File: src/rtl/prio_arb_pkg.sv
package prio_arb_pkg;

    localparam int ARB_CH    = 8;
    localparam int ARB_LVL_W = 4;
    localparam int ARB_IDX_W = $clog2(ARB_CH);

    typedef enum logic {
        ORDER_LEVEL = 1'b0,
        ORDER_INDEX = 1'b1
    } order_mode_e;

    typedef struct packed {
        logic                 valid;
        logic [ARB_IDX_W-1:0] idx;
    } arb_pick_t;

    function automatic logic [ARB_CH-1:0] idx_to_onehot(input logic [ARB_IDX_W-1:0] idx);
        logic [ARB_CH-1:0] v;
        v = '0;
        v[idx] = 1'b1;
        return v;
    endfunction

endpackage

File: src/rtl/prio_arb_select.sv
module prio_arb_select
    import prio_arb_pkg::*;
#(
    parameter int N_CH  = ARB_CH,
    parameter int LVL_W = ARB_LVL_W,
    localparam int IW   = $clog2(N_CH)
) (
    input  logic [N_CH-1:0]       cand,
    input  logic [N_CH*LVL_W-1:0] lvl_flat,
    input  order_mode_e           order,
    output logic                  pick_valid,
    output logic [IW-1:0]         pick_idx
);

    logic [LVL_W-1:0] lvl_arr [N_CH];

    for (genvar g = 0; g < N_CH; g++) begin : g_unpack
        assign lvl_arr[g] = lvl_flat[g*LVL_W +: LVL_W];
    end

    // Scan from the top channel down; a later (lower) channel replaces the
    // current choice when its level is no worse, so ties fall to the lowest.
    always_comb begin
        logic [LVL_W-1:0] best;
        best       = '1;
        pick_valid = 1'b0;
        pick_idx   = '0;
        for (int i = N_CH - 1; i >= 0; i--) begin
            if (cand[i] && (order == ORDER_INDEX || lvl_arr[i] <= best)) begin
                pick_valid = 1'b1;
                pick_idx   = IW'(i);
                best       = lvl_arr[i];
            end
        end
    end

endmodule

File: src/rtl/prio_arb_hold.sv
module prio_arb_hold
    import prio_arb_pkg::*;
#(
    parameter int N_CH = ARB_CH,
    localparam int IW  = $clog2(N_CH)
) (
    input  logic            clk,
    input  logic            rst,
    input  logic            pick_valid,
    input  logic [IW-1:0]   pick_idx,
    input  logic            xfer_done,
    output logic [N_CH-1:0] grant,
    output logic [IW-1:0]   grant_idx
);

    logic          busy_q;
    logic [IW-1:0] idx_q;

    always_ff @(posedge clk) begin
        if (rst) begin
            busy_q <= 1'b0;
            idx_q  <= '0;
        end else if (busy_q) begin
            if (xfer_done) begin
                busy_q <= 1'b0;
                idx_q  <= '0;
            end
        end else if (pick_valid) begin
            busy_q <= 1'b1;
            idx_q  <= pick_idx;
        end
    end

    always_comb begin
        grant = '0;
        if (busy_q) grant[idx_q] = 1'b1;
    end
    assign grant_idx = idx_q;

    AST_HOLD_STABLE: assert property (@(posedge clk) disable iff (rst)
        (grant != '0 && !xfer_done) |=> ($stable(grant) && $stable(grant_idx)));
    AST_DONE_RELEASE: assert property (@(posedge clk) disable iff (rst)
        (grant != '0 && xfer_done) |=> (grant == '0));
    AST_GRANT_ONEHOT: assert property (@(posedge clk) disable iff (rst)
        $onehot0(grant));
    AST_IDX_AGREES: assert property (@(posedge clk) disable iff (rst)
        (grant != '0) |-> grant[grant_idx]);
    AST_IDLE_IDX_ZERO: assert property (@(posedge clk) disable iff (rst)
        (grant == '0) |-> (grant_idx == '0));

endmodule

File: src/rtl/prio_level_arbiter.sv
module prio_level_arbiter
    import prio_arb_pkg::*;
(
    input  logic                        clk,
    input  logic                        rst,
    input  logic [ARB_CH-1:0]           req,
    input  logic [ARB_CH-1:0]           chan_en,
    input  logic [ARB_CH*ARB_LVL_W-1:0] chan_lvl,
    input  logic                        mode_rot,
    input  logic                        xfer_done,
    output logic [ARB_CH-1:0]           grant,
    output logic [ARB_IDX_W-1:0]        grant_idx
);

    logic [ARB_CH-1:0] cand;
    arb_pick_t         pick;
    order_mode_e       order;

    assign cand  = req & chan_en;
    assign order = mode_rot ? ORDER_INDEX : ORDER_LEVEL;

    prio_arb_select #(
        .N_CH  (ARB_CH),
        .LVL_W (ARB_LVL_W)
    ) u_select (
        .cand       (cand),
        .lvl_flat   (chan_lvl),
        .order      (order),
        .pick_valid (pick.valid),
        .pick_idx   (pick.idx)
    );

    prio_arb_hold #(
        .N_CH (ARB_CH)
    ) u_hold (
        .clk        (clk),
        .rst        (rst),
        .pick_valid (pick.valid),
        .pick_idx   (pick.idx),
        .xfer_done  (xfer_done),
        .grant      (grant),
        .grant_idx  (grant_idx)
    );

    // A fresh grant must go to a channel that was an enabled requester.
    AST_GRANT_FROM_CAND: assert property (@(posedge clk) disable iff (rst)
        (grant == '0) |=> (grant == '0 || (($past(cand) & grant) != '0)));
    AST_IDLE_NO_CAND: assert property (@(posedge clk) disable iff (rst)
        (grant == '0 && cand == '0) |=> (grant == '0));

endmodule

File: config.mk
export PLATFORM = sky130hd
export DESIGN_NAME = prio_level_arbiter
export DESIGN_NICKNAME = d
export VERILOG_FILES = /design/src/rtl/prio_arb_pkg.sv /design/src/rtl/prio_arb_select.sv /design/src/rtl/prio_arb_hold.sv /design/src/rtl/prio_level_arbiter.sv
export SDC_FILE = /design/constraint.sdc
export NUM_CORES = 1
export LEC_CHECK = 0
export ABC_AREA = 1
export BUFFER_PORTS_ARGS = -buffer_cell sky130_fd_sc_hd__buf_2
export CELL_PAD_IN_SITES_DETAIL_PLACEMENT = 1
export CELL_PAD_IN_SITES_GLOBAL_PLACEMENT = 2
export CORE_MARGIN = 2
export CORE_UTILIZATION = 25
export CTS_CLUSTER_DIAMETER = 30
export CTS_CLUSTER_SIZE = 25
export DETAILED_ROUTE_END_ITERATION = 10
export PLACE_DENSITY = 0.86
export SYNTH_ARGS = -nofsm -noshare
export SYNTH_HDL_FRONTEND = slang
export SYNTH_SLANG_ARGS = --single-unit
File: constraint.sdc
create_clock -name clk -period 20.4 [get_ports clk]
set_input_delay 2.04 -clock clk [delete_from_list [all_inputs] [get_ports clk]]
set_output_delay 2.04 -clock clk [all_outputs]
set_load 0.01 [all_outputs]
# Word-level counts from Yosys, hierarchy flattened
# Cells that the tools add are included.
# word_totals
reg_bits	4
out_inout_bits	11
# classes
n_eq_ne	1
n_lt_le_gt_ge	10
n_reduce_logical	19
n_mux	33
bitwise	1
# ops
cell	count
two-way mux 3 bit	11
<= comparator 4 bit	7
two-way mux 4 bit	7
two-way mux 1 bit	13
logical AND 1 bit	9
bitwise AND 8 bit	1
logical OR 1 bit	8
two-way mux 8 bit	1
<= comparator 4 bit (second input constant)	1
< comparator 3 x 4 -> 1 bit (second input constant)	1
demux 1 bit (select 3 bit)	1
greater-or-equal comparator 3 x 1 -> 1 bit (second input constant)	1
inequality test 2 bit (second input constant)	1
AND reduction 2 bit	1
nonzero test 2 bit	1

# Logic depth before layout (Yosys ltp)
# Gate-level depths: netlist (run 1).
# depth
word_depth	34
mapped_depth	76
ltp_nobuf	74

# By module
# A second synthesis (run 1) with hierarchy kept.
# hier_totals
hier_cells	298
area_unflattened_um2	1669.1
# modules_own_cells
module	cells_per_inst	instances	seq_area_each_um2	area_each_um2
prio_arb_select	246	1	0.0	1382.6
prio_arb_hold	36	1	80.1	226.5
prio_level_arbiter	16	1	0.0	60.1

# Least setup slack after synthesis (run 1)
# Ideal clock, no wire load.
# synth_timing
path_kind	input-to-reg
start	input req[7]
end	register u_hold.idx_q[0], in the netlist u_hold.grant_idx[0]
n_path_buf	2
cell_stages	63
arrival_time_ps	9223
path_slack_ps	11107
setup_ps	70
required_time_ps	20330
cell_sequence	nand2_1 -> or2_2 -> ha_1 -> nand3_1 -> nor2_1 -> nor2_1 -> nand2_2 -> nand2_4 -> inv_1 -> o21ai_0 -> inv_1 -> ha_1 -> nand3_1 -> nor2_1 -> nor2_1 -> nand2_2 -> nand2_4 -> o21ai_0 -> (+27 left out) -> ha_1 -> nand2_1 -> o21ai_0 -> nand3_1 -> nand3_1 -> inv_1 -> mux2i_1 -> ha_1 -> nand2_1 -> o21ai_0 -> nand3_1 -> nand3_1 -> nand2_1 -> nor4_1 -> nand2_2 -> nand2_2 -> nand2_1 -> a21oi_1
# synth_between
elab_chain_len	33
elab_cells_between_ends	50
classes_between	order compare (7); mux (25); bitwise (1); reduce/logical (17)
# synth_lines
element	line_no	text
from (decl)	prio_level_arbiter.sv:6	input logic [ARB_CH-1:0] req,
bitwise AND 8 bit (*)	prio_level_arbiter.sv:19	assign cand = req & chan_en;
logical AND 1 bit (*)	prio_arb_select.sv:29	if (cand[i] && (order == ORDER_INDEX || lvl_arr[i] <= best)) begin
two-way mux 4 bit	prio_arb_select.sv:29	
<= comparator 4 bit	prio_arb_select.sv:29	
logical OR 1 bit	prio_arb_select.sv:29	
logical AND 1 bit	prio_arb_select.sv:29	
two-way mux 4 bit	prio_arb_select.sv:29	
<= comparator 4 bit	prio_arb_select.sv:29	
(+17 left out)	--	
logical AND 1 bit	prio_arb_select.sv:29	
two-way mux 4 bit	prio_arb_select.sv:29	
<= comparator 4 bit	prio_arb_select.sv:29	
logical OR 1 bit	prio_arb_select.sv:29	
logical AND 1 bit	prio_arb_select.sv:29	
two-way mux 3 bit or two-way mux 1 bit (tied branches)	prio_arb_select.sv:29	
two-way mux 3 bit or nonzero test 2 bit (tied branches)	--	
two-way mux 3 bit or AND reduction 2 bit (tied branches)	--	
to (signal assigned)	prio_arb_hold.sv:30	idx_q <= pick_idx;
to (decl)	prio_arb_hold.sv:17	logic [IW-1:0] idx_q;
# Mark *: on every way between the ends. The rest lies on a longest branch, timed or not. The select of a mux whose other input is x is not followed.
# A chain may end at the register's enable or synchronous reset.

# Final worst setup path (run 1)
# layout_timing
start	input req[7]
end	register u_hold.idx_q[1], in the netlist u_hold.grant_idx[1]
# The elaborated chain is that of the path after synthesis.

==> impl_metrics.env, run 1 <==
export IMPL_crit_path_frequent_cell="sky130_fd_sc_hd__nand2_1"
export IMPL_maxCapViolCount=0
export IMPL_gr_total_overflow=0
export IMPL_grt_pass1_wl_microns=8370
export IMPL_cts_tree="done"
export IMPL_synth_area_leader_cell="sky130_fd_sc_hd__nand2_1"
export IMPL_cts_path_max_buffers=2
export IMPL_port_buffers=62
export IMPL_max_slew_margin_pct=69.5
export IMPL_drt_iter0_markers=34
export IMPL_cts_reportedPaths_clkPinSlew_ns=0.03
export IMPL_setup_reg_to_reg_worst_slack_ns=19.04
export IMPL_top_reg_cell_synth="sky130_fd_sc_hd__dfxtp_1"
export IMPL_worstSkewPairLatency_ns=0.22
export IMPL_cpPeakStageDelay_ns=0.42
export IMPL_setup_viol=0
export IMPL_synthArstFlopShare_pct=0
export IMPL_power_per_cell_area_nw_per_um2=40.1
export IMPL_irDropWorstVdd_mv=0.0168
export IMPL_post_cts_repair_setup_buffers=0
export IMPL_clock_skews_ns=0.00186
export IMPL_cp_arrival_ns=10.49
export IMPL_post_layout_total_power_w=0.0000806
export IMPL_multi_input_gate_area_in_the_final_layout_sq_um=1270
export IMPL_syn_area_sq_um=1580
export IMPL_finalSetupTns_ns=0
export IMPL_yosys_top_cells_area="sky130_fd_sc_hd__nand2_1, sky130_fd_sc_hd__ha_1, sky130_fd_sc_hd__inv_1, sky130_fd_sc_hd__nand3_1, sky130_fd_sc_hd__nand2_2"
export IMPL_final_min_period_over_clock_period_pct=50.7
export IMPL_total_leakage_power_nw=1.24
export IMPL_achievable_frequency_mhz=96.6
export IMPL_cts_sinks=4
export IMPL_drc_errors=0
export IMPL_cts_resized=0
export IMPL_i_o_pin_count=63
export IMPL_synth_lib_cells_used_distinct=24
export IMPL_synth_warning_count=0
export IMPL_worstPathMaxFanout=13
export IMPL_outcome="finished clean"
export IMPL_finalNetCount=428
export IMPL_diodes=0
export IMPL_cts_hold_repair_buffers=0
export IMPL_floorplan_die_area_sq_um=6990
export IMPL_synth_seq_cells=4
export IMPL_synth_seq_area_share_pct=5.06
export IMPL_inserted_clock_buffers=3
export IMPL_unrepaired_setup_endpoints_after_global_routing="no"
export IMPL_initial_core_util_pct=25.4
export IMPL_timing_critical_path_to_type="flip-flop"
export IMPL_synth_top_cells_by_count="sky130_fd_sc_hd__nand2_1, sky130_fd_sc_hd__inv_1, sky130_fd_sc_hd__nand3_1, sky130_fd_sc_hd__nor2_1"
export IMPL_fp_dieH_microns=83.6
export IMPL_grt_antenna_before_repair=0
export IMPL_synth_edff_count=0
export IMPL_place_gp_congestion=0.813
export IMPL_layout_drive_gt1_share_pct=27.5
export IMPL_largest_net_degree_at_the_start_of_global_routing=14
export IMPL_cts_root_buffer_type="sky130_fd_sc_hd__clkbuf_8"
export IMPL_core_rowCount=29
export IMPL_detail_route_first_pass_iterations=4
export IMPL_crit_type="in2reg"
export IMPL_sequential_standard_cell_area_sq_um=80.1
export IMPL_fill_cells=893
export IMPL_finalWorstPathRequiredPeriod_ns=10.35
export IMPL_final_hold_violation_count=0
export IMPL_gr_usage_all_layers_pct=13.9
export IMPL_synthMostInstantiatedCell="sky130_fd_sc_hd__nand2_1"
export IMPL_cts_max_level=1
export IMPL_dp_hpwl_microns=4240
export IMPL_timing_critical_path_slowest_stage_cell="sky130_fd_sc_hd__nor4_1"
export IMPL_dr_total_vias=1984
export IMPL_synthesis_instances=293
export IMPL_via_per_inst=4.58
export IMPL_worst_hold_path_type="reg2reg"
export IMPL_slew_viol_final=0
export IMPL_floorplan_core_area_sq_um=6240
export IMPL_max_slew_worst_pin_slew_ns=0.453
export IMPL_syn_mean_instance_area_sq_um=5.41
export IMPL_die_width_microns=83.6
export IMPL_wl_per_cell_microns=10.9
export IMPL_post_synth_top_area_fraction_pct=18.7
export IMPL_critPathRequiredTime_ns=20.54
export IMPL_route_antenna_remaining_nets=0
export IMPL_worst_setup_path_start_kind="input pin"
export IMPL_first_global_vias=2027
export IMPL_syn_nets=363
export IMPL_area_growth_synth_to_final_pct=26.9
export IMPL_routed_wirelength_microns=4720
-- cell usage in the layout, fill, tap and decap left out, types with 4 or more instances in the layout --
master,instances
sky130_fd_sc_hd__nand2_1,79
sky130_fd_sc_hd__buf_2,62
sky130_fd_sc_hd__inv_1,55
sky130_fd_sc_hd__nand3_1,39
sky130_fd_sc_hd__nor2_1,23
sky130_fd_sc_hd__nand2_2,18
sky130_fd_sc_hd__ha_1,18
sky130_fd_sc_hd__a21oi_1,11
sky130_fd_sc_hd__o21ai_0,11
sky130_fd_sc_hd__nand4_1,5
sky130_fd_sc_hd__nand2_4,4
sky130_fd_sc_hd__o21bai_1,4
sky130_fd_sc_hd__o21ai_1,4
sky130_fd_sc_hd__dfxtp_1,4
-- layer usage --
| metal | track usage (%) | vias up | share of wire (%) |
|---|---|---|---|
| met2 | 25.3 | 41 | 49 |
| met4 | 2.93 | 0 | 0.47 |
| met5 | 0 | - | 0 |
| li1 | - | 1065 | - |
| met1 | 17.5 | 876 | 47 |
| met3 | 1.38 | 2 | 3.3 |
-- state kept, by name, summed over array words and instances, names as in the netlist --
signal / flops
u_hold.grant_idx: 3
u_hold.busy_q: 1
-- logic make-up (layout without fill, tap and decap cells) --
group                      Yosys count  in the layout  share of synthesized area, %
AOI/OAI and AO/OA                   35             35                          12.6
and+or+nand+nor                    177            177                          52.8
buffers and inverters               58            121                          14.7
muxes                                1              1                         0.632
DFF                                  4              4                          5.06
adders and majority gates           18             18                          14.2
-- cell type report --
cell class / count / share of cell area [%]
inverters: 56 / 10.5
flip-flops and latches: 4 / 3.99
repair buffers: 62 / 15.4
multi-input cells: 231 / 63.3
well taps: 77 / 4.79
clock buffers: 3 / 2.05
-- worst max-delay path: cells and delay by family --
kind / cells / cell delay [ns]
AOI/OAI and AO/OA: 11 / 1.93
buffers and inverters: 9 / 0.71
adders and majority gates: 7 / 2.09
and+or+nand+nor: 33 / 3.56
muxes: 1 / 0.15
-- path summary, 6_finish.rpt --
kind / start / to / cells past startpoint
worst min register to register: u_hold.grant_idx[0] / u_hold.grant_idx[0] / 2
worst max-delay path: req[7] / u_hold.grant_idx[1] / 61
worst min-delay path: u_hold.grant_idx[0] / u_hold.grant_idx[0] / 2
worst max register to register: u_hold.busy_q / u_hold.grant_idx[1] / 7
-- report_power, final --
group          switching [W]    total, W  internal, W
Combinational      0.0000329   0.0000546    0.0000217
Sequential       0.000000740  0.00000942   0.00000868
Clock             0.00000399   0.0000166    0.0000126
Total              0.0000376   0.0000806    0.0000429
-- through the flow --
stage	util, %	worst slack [ns]	cell area (sq um)	std cells	hold WS [ns]
6_report	32.2	10.05	2010	433	0.493
2_1_floorplan	-	11.11	1580	293	0.501
5_1_grt	32.2	9.17	2010	433	0.527
3_5_place_dp	31.5	9.79	1970	430	0.495
4_1_cts	32.2	10.0	2010	433	0.500
3_3_place_gp	31.5	9.99	1970	430	0.487
Note: power is estimated with default switching activity, not from simulation.
==> run 2, diff against run 1 <==
--- a/config.mk
+++ b/config.mk
@@ -10,11 +10,11 @@
 export CELL_PAD_IN_SITES_DETAIL_PLACEMENT = 1
 export CELL_PAD_IN_SITES_GLOBAL_PLACEMENT = 2
 export CORE_MARGIN = 2
-export CORE_UTILIZATION = 25
+export CORE_UTILIZATION = 21
 export CTS_CLUSTER_DIAMETER = 30
 export CTS_CLUSTER_SIZE = 25
 export DETAILED_ROUTE_END_ITERATION = 10
-export PLACE_DENSITY = 0.86
+export PLACE_DENSITY = 0.77
 export SYNTH_ARGS = -nofsm -noshare
 export SYNTH_HDL_FRONTEND = slang
 export SYNTH_SLANG_ARGS = --single-unit
==> constraint.sdc (replaced) <==
create_clock -name clk -period 9.2 [get_ports clk]
set_input_delay 0.92 -clock clk [delete_from_list [all_inputs] [get_ports clk]]
set_output_delay 0.92 -clock clk [all_outputs]
set_load 0.01 [all_outputs]
==> impl_metrics.env, run 2 (synthesis results as in run 1) <==
export IMPL_dpl_cell_area_sq_um=2090
export IMPL_hold_path_end="u_hold.grant_idx[2]"
export IMPL_relative_contribution_of_the_clock_network_to_total_power_pct=19.1
export IMPL_core_rowCount=31
export IMPL_gr_total_overflow=0
export IMPL_area_growth_synth_to_final_pct=40.0
export IMPL_final_design_area_no_fill_sq_um=2220
export IMPL_multi_input_gate_area_in_the_final_layout_sq_um=1310
export IMPL_max_slew_margin_pct=85.0
export IMPL_layout_cells_non_filler=475
export IMPL_die_width_microns=90.9
export IMPL_timing_critical_path_slowest_stage_cell="sky130_fd_sc_hd__ha_1"
export IMPL_detail_route_first_pass_iterations=4
export IMPL_cpPeakStageDelay_ns=0.31
export IMPL_setup_reg_to_reg_worst_slack_ns=7.88
export IMPL_clock_skews_ns=0.00132
export IMPL_worst_hold_path_type="reg2reg"
export IMPL_hold_start="u_hold.grant_idx[2]"
export IMPL_first_global_vias=2104
export IMPL_finalNetCount=448
export IMPL_most_frequent_standard_cell_in_the_layout_excluding_fill_and_tap_cells="sky130_fd_sc_hd__nand2_1"
export IMPL_floorplan_die_area_sq_um=8250
export IMPL_layout_drive_gt1_share_pct=33.5
export IMPL_largest_register_ff_count=3
export IMPL_cts_root_buffer_type="sky130_fd_sc_hd__clkbuf_8"
export IMPL_critical_path_n_buffers_inverters=13
export IMPL_sequential_standard_cell_area_sq_um=80.1
export IMPL_post_route_worst_setup_slack_ns=0.848
export IMPL_drc_errors=0
export IMPL_cts_max_level=1
export IMPL_timing_critical_path_to_type="flip-flop"
export IMPL_achievable_frequency_mhz=120
export IMPL_cp_arrival_ns=8.49
export IMPL_fill_cells=1025
export IMPL_regToRegEndpoint="u_hold.grant_idx[1]"
export IMPL_comb_power_share_pct=70.1
export IMPL_max_slew_worst_pin_slew_ns=0.219
export IMPL_power_per_cell_area_nw_per_um2=88.2
export IMPL_largest_net_degree_at_the_start_of_global_routing=11
export IMPL_crit_path_frequent_cell="sky130_fd_sc_hd__nand2_1"
export IMPL_maxCapViolCount=0
export IMPL_final_hold_violation_count=0
export IMPL_cts_tree="done"
export IMPL_slew_viol_final=0
export IMPL_outcome="finished clean"
export IMPL_net_switching_power_w=0.0000890
export IMPL_worstPathMaxFanout=7
export IMPL_i_o_pin_count=63
export IMPL_place_detailed_instances=465
export IMPL_floorplan_core_area_sq_um=7290
export IMPL_worst_setup_path_start_kind="input pin"
export IMPL_power_internal_w=0.000107
export IMPL_worstReg2RegStart="u_hold.busy_q"
export IMPL_worstRegToRegCells=8
export IMPL_port_buffers=62
export IMPL_seq_power_share_pct=10.7
export IMPL_switching_share_pct=45.5
export IMPL_fp_dieH_microns=90.9
export IMPL_initial_core_util_pct=21.7
export IMPL_mostFrequentLayoutCells="sky130_fd_sc_hd__nand2_1, sky130_fd_sc_hd__buf_2, sky130_fd_sc_hd__inv_1"
export IMPL_place_gp_congestion=0.787
export IMPL_gr_usage_all_layers_pct=12.2
export IMPL_irDropWorstVdd_mv=0.0262
export IMPL_cell_family_contributing_the_most_delay_on_the_critical_path="simple AND/OR/NAND/NOR gates"
export IMPL_post_layout_total_power_w=0.000196
export IMPL_grt_antenna_before_repair=0
export IMPL_worstSkewPairLatency_ns=0.22
export IMPL_setup_viol=0
export IMPL_inserted_clock_buffers=3
export IMPL_finalWorstPathRequiredPeriod_ns=8.35
export IMPL_drt_iter0_markers=39
export IMPL_crit_type="in2reg"
export IMPL_worst_hold_margin_ns=0.510
export IMPL_wl_per_cell_microns=10.7
export IMPL_cts_reportedPaths_clkPinSlew_ns=0.03
export IMPL_total_leakage_power_nw=1.34
export IMPL_grt_pass1_wl_microns=8690
export IMPL_route_antenna_remaining_nets=0
export IMPL_final_min_period_over_clock_period_pct=90.8
export IMPL_cts_sinks=4
export IMPL_routed_wirelength_microns=5060
export IMPL_hold_depth=2
export IMPL_pre_cts_slack_ns=0.159
export IMPL_critPathRequiredTime_ns=9.34
export IMPL_dr_total_vias=2073
export IMPL_cts_path_max_buffers=2
export IMPL_dp_hpwl_microns=4580
export IMPL_diodes=0
export IMPL_via_per_inst=4.36
## run 2: changes by cell type in the layout (fill, tap and decap cells not counted), sizes merged
cell / delta
buf: +19
clkbuf: +1
## run 2: worst max-delay path by stage
stage | startpoint | endpoint | slack [ns] | depth (start not counted)
finish | req[7] | u_hold.grant_idx[1] | 0.85 | 67
global route | chan_en[7] | u_hold.grant_idx[1] | -0.007 | 70
CTS | req[7] | u_hold.grant_idx[1] | 0.33 | 63
detailed placement | req[7] | u_hold.grant_idx[0] | 0.16 | 63
global placement | req[7] | u_hold.grant_idx[2] | 0.45 | 63
floorplan | req[7] | u_hold.grant_idx[0] | 1.03 | 63
## run 2: layout make-up
class | count | share of cell area [%]
inverter | 56 | 9.48
multi-input combinational | 231 | 58.8
tap | 99 | 5.58
clock buffer | 3 | 1.86
timing repair buffer | 82 | 20.6
sequential | 4 | 3.61
## run 2: through the flow
| step | TNS (ns) | utilization [%] |
|---|---|---|
| after global routing | -0.00682 | 30.4 |
| after floorplan | 0 | - |
| after CTS | 0 | 29.3 |
| after detailed placement | 0 | 28.7 |
| after global placement | 0 | 28.7 |
| final | 0 | 30.4 |
## run 2: power by group through the flow
| stage | registers, W | clock network (W) | logic, W |
|---|---|---|---|
| floorplan | 0.0000215 | 0 | 0.0000870 |
| global placement | 0.0000212 | 0 | 0.000128 |
| detailed placement | 0.0000213 | 0 | 0.000132 |
| CTS | 0.0000210 | 0.0000384 | 0.000133 |
| global route | 0.0000213 | 0.0000398 | 0.000158 |
| finish | 0.0000210 | 0.0000374 | 0.000137 |
## run 2: tightest hold or removal path, delay by kind of cell, from the launching register on
kind / cells / cell delay (ns)
flip-flops: 1 / 0.33
AND/OR/NAND/NOR: 1 / 0.08
AO/OA/AOI/OAI: 1 / 0.05
## run 2: layer usage
metal / global-route usage, % / wire length, microns / vias up
met4: 1.89 / 16 / 0
met1: 14.4 / 2240 / 920
li1: - / - / 1104
met3: 1.25 / 219 / 3
met5: 0 / 0 / -
met2: 23.8 / 2580 / 46
## run 2: timing repair
| action | 4_1_cts | 5_1_grt |
|---|---|---|
| hold buffers | 0 | 0 |
| setup buffers | 0 | 7 |
| gates resized for setup | 0 | 17 |
| endpoints found under the setup margin | 0 | 4 |
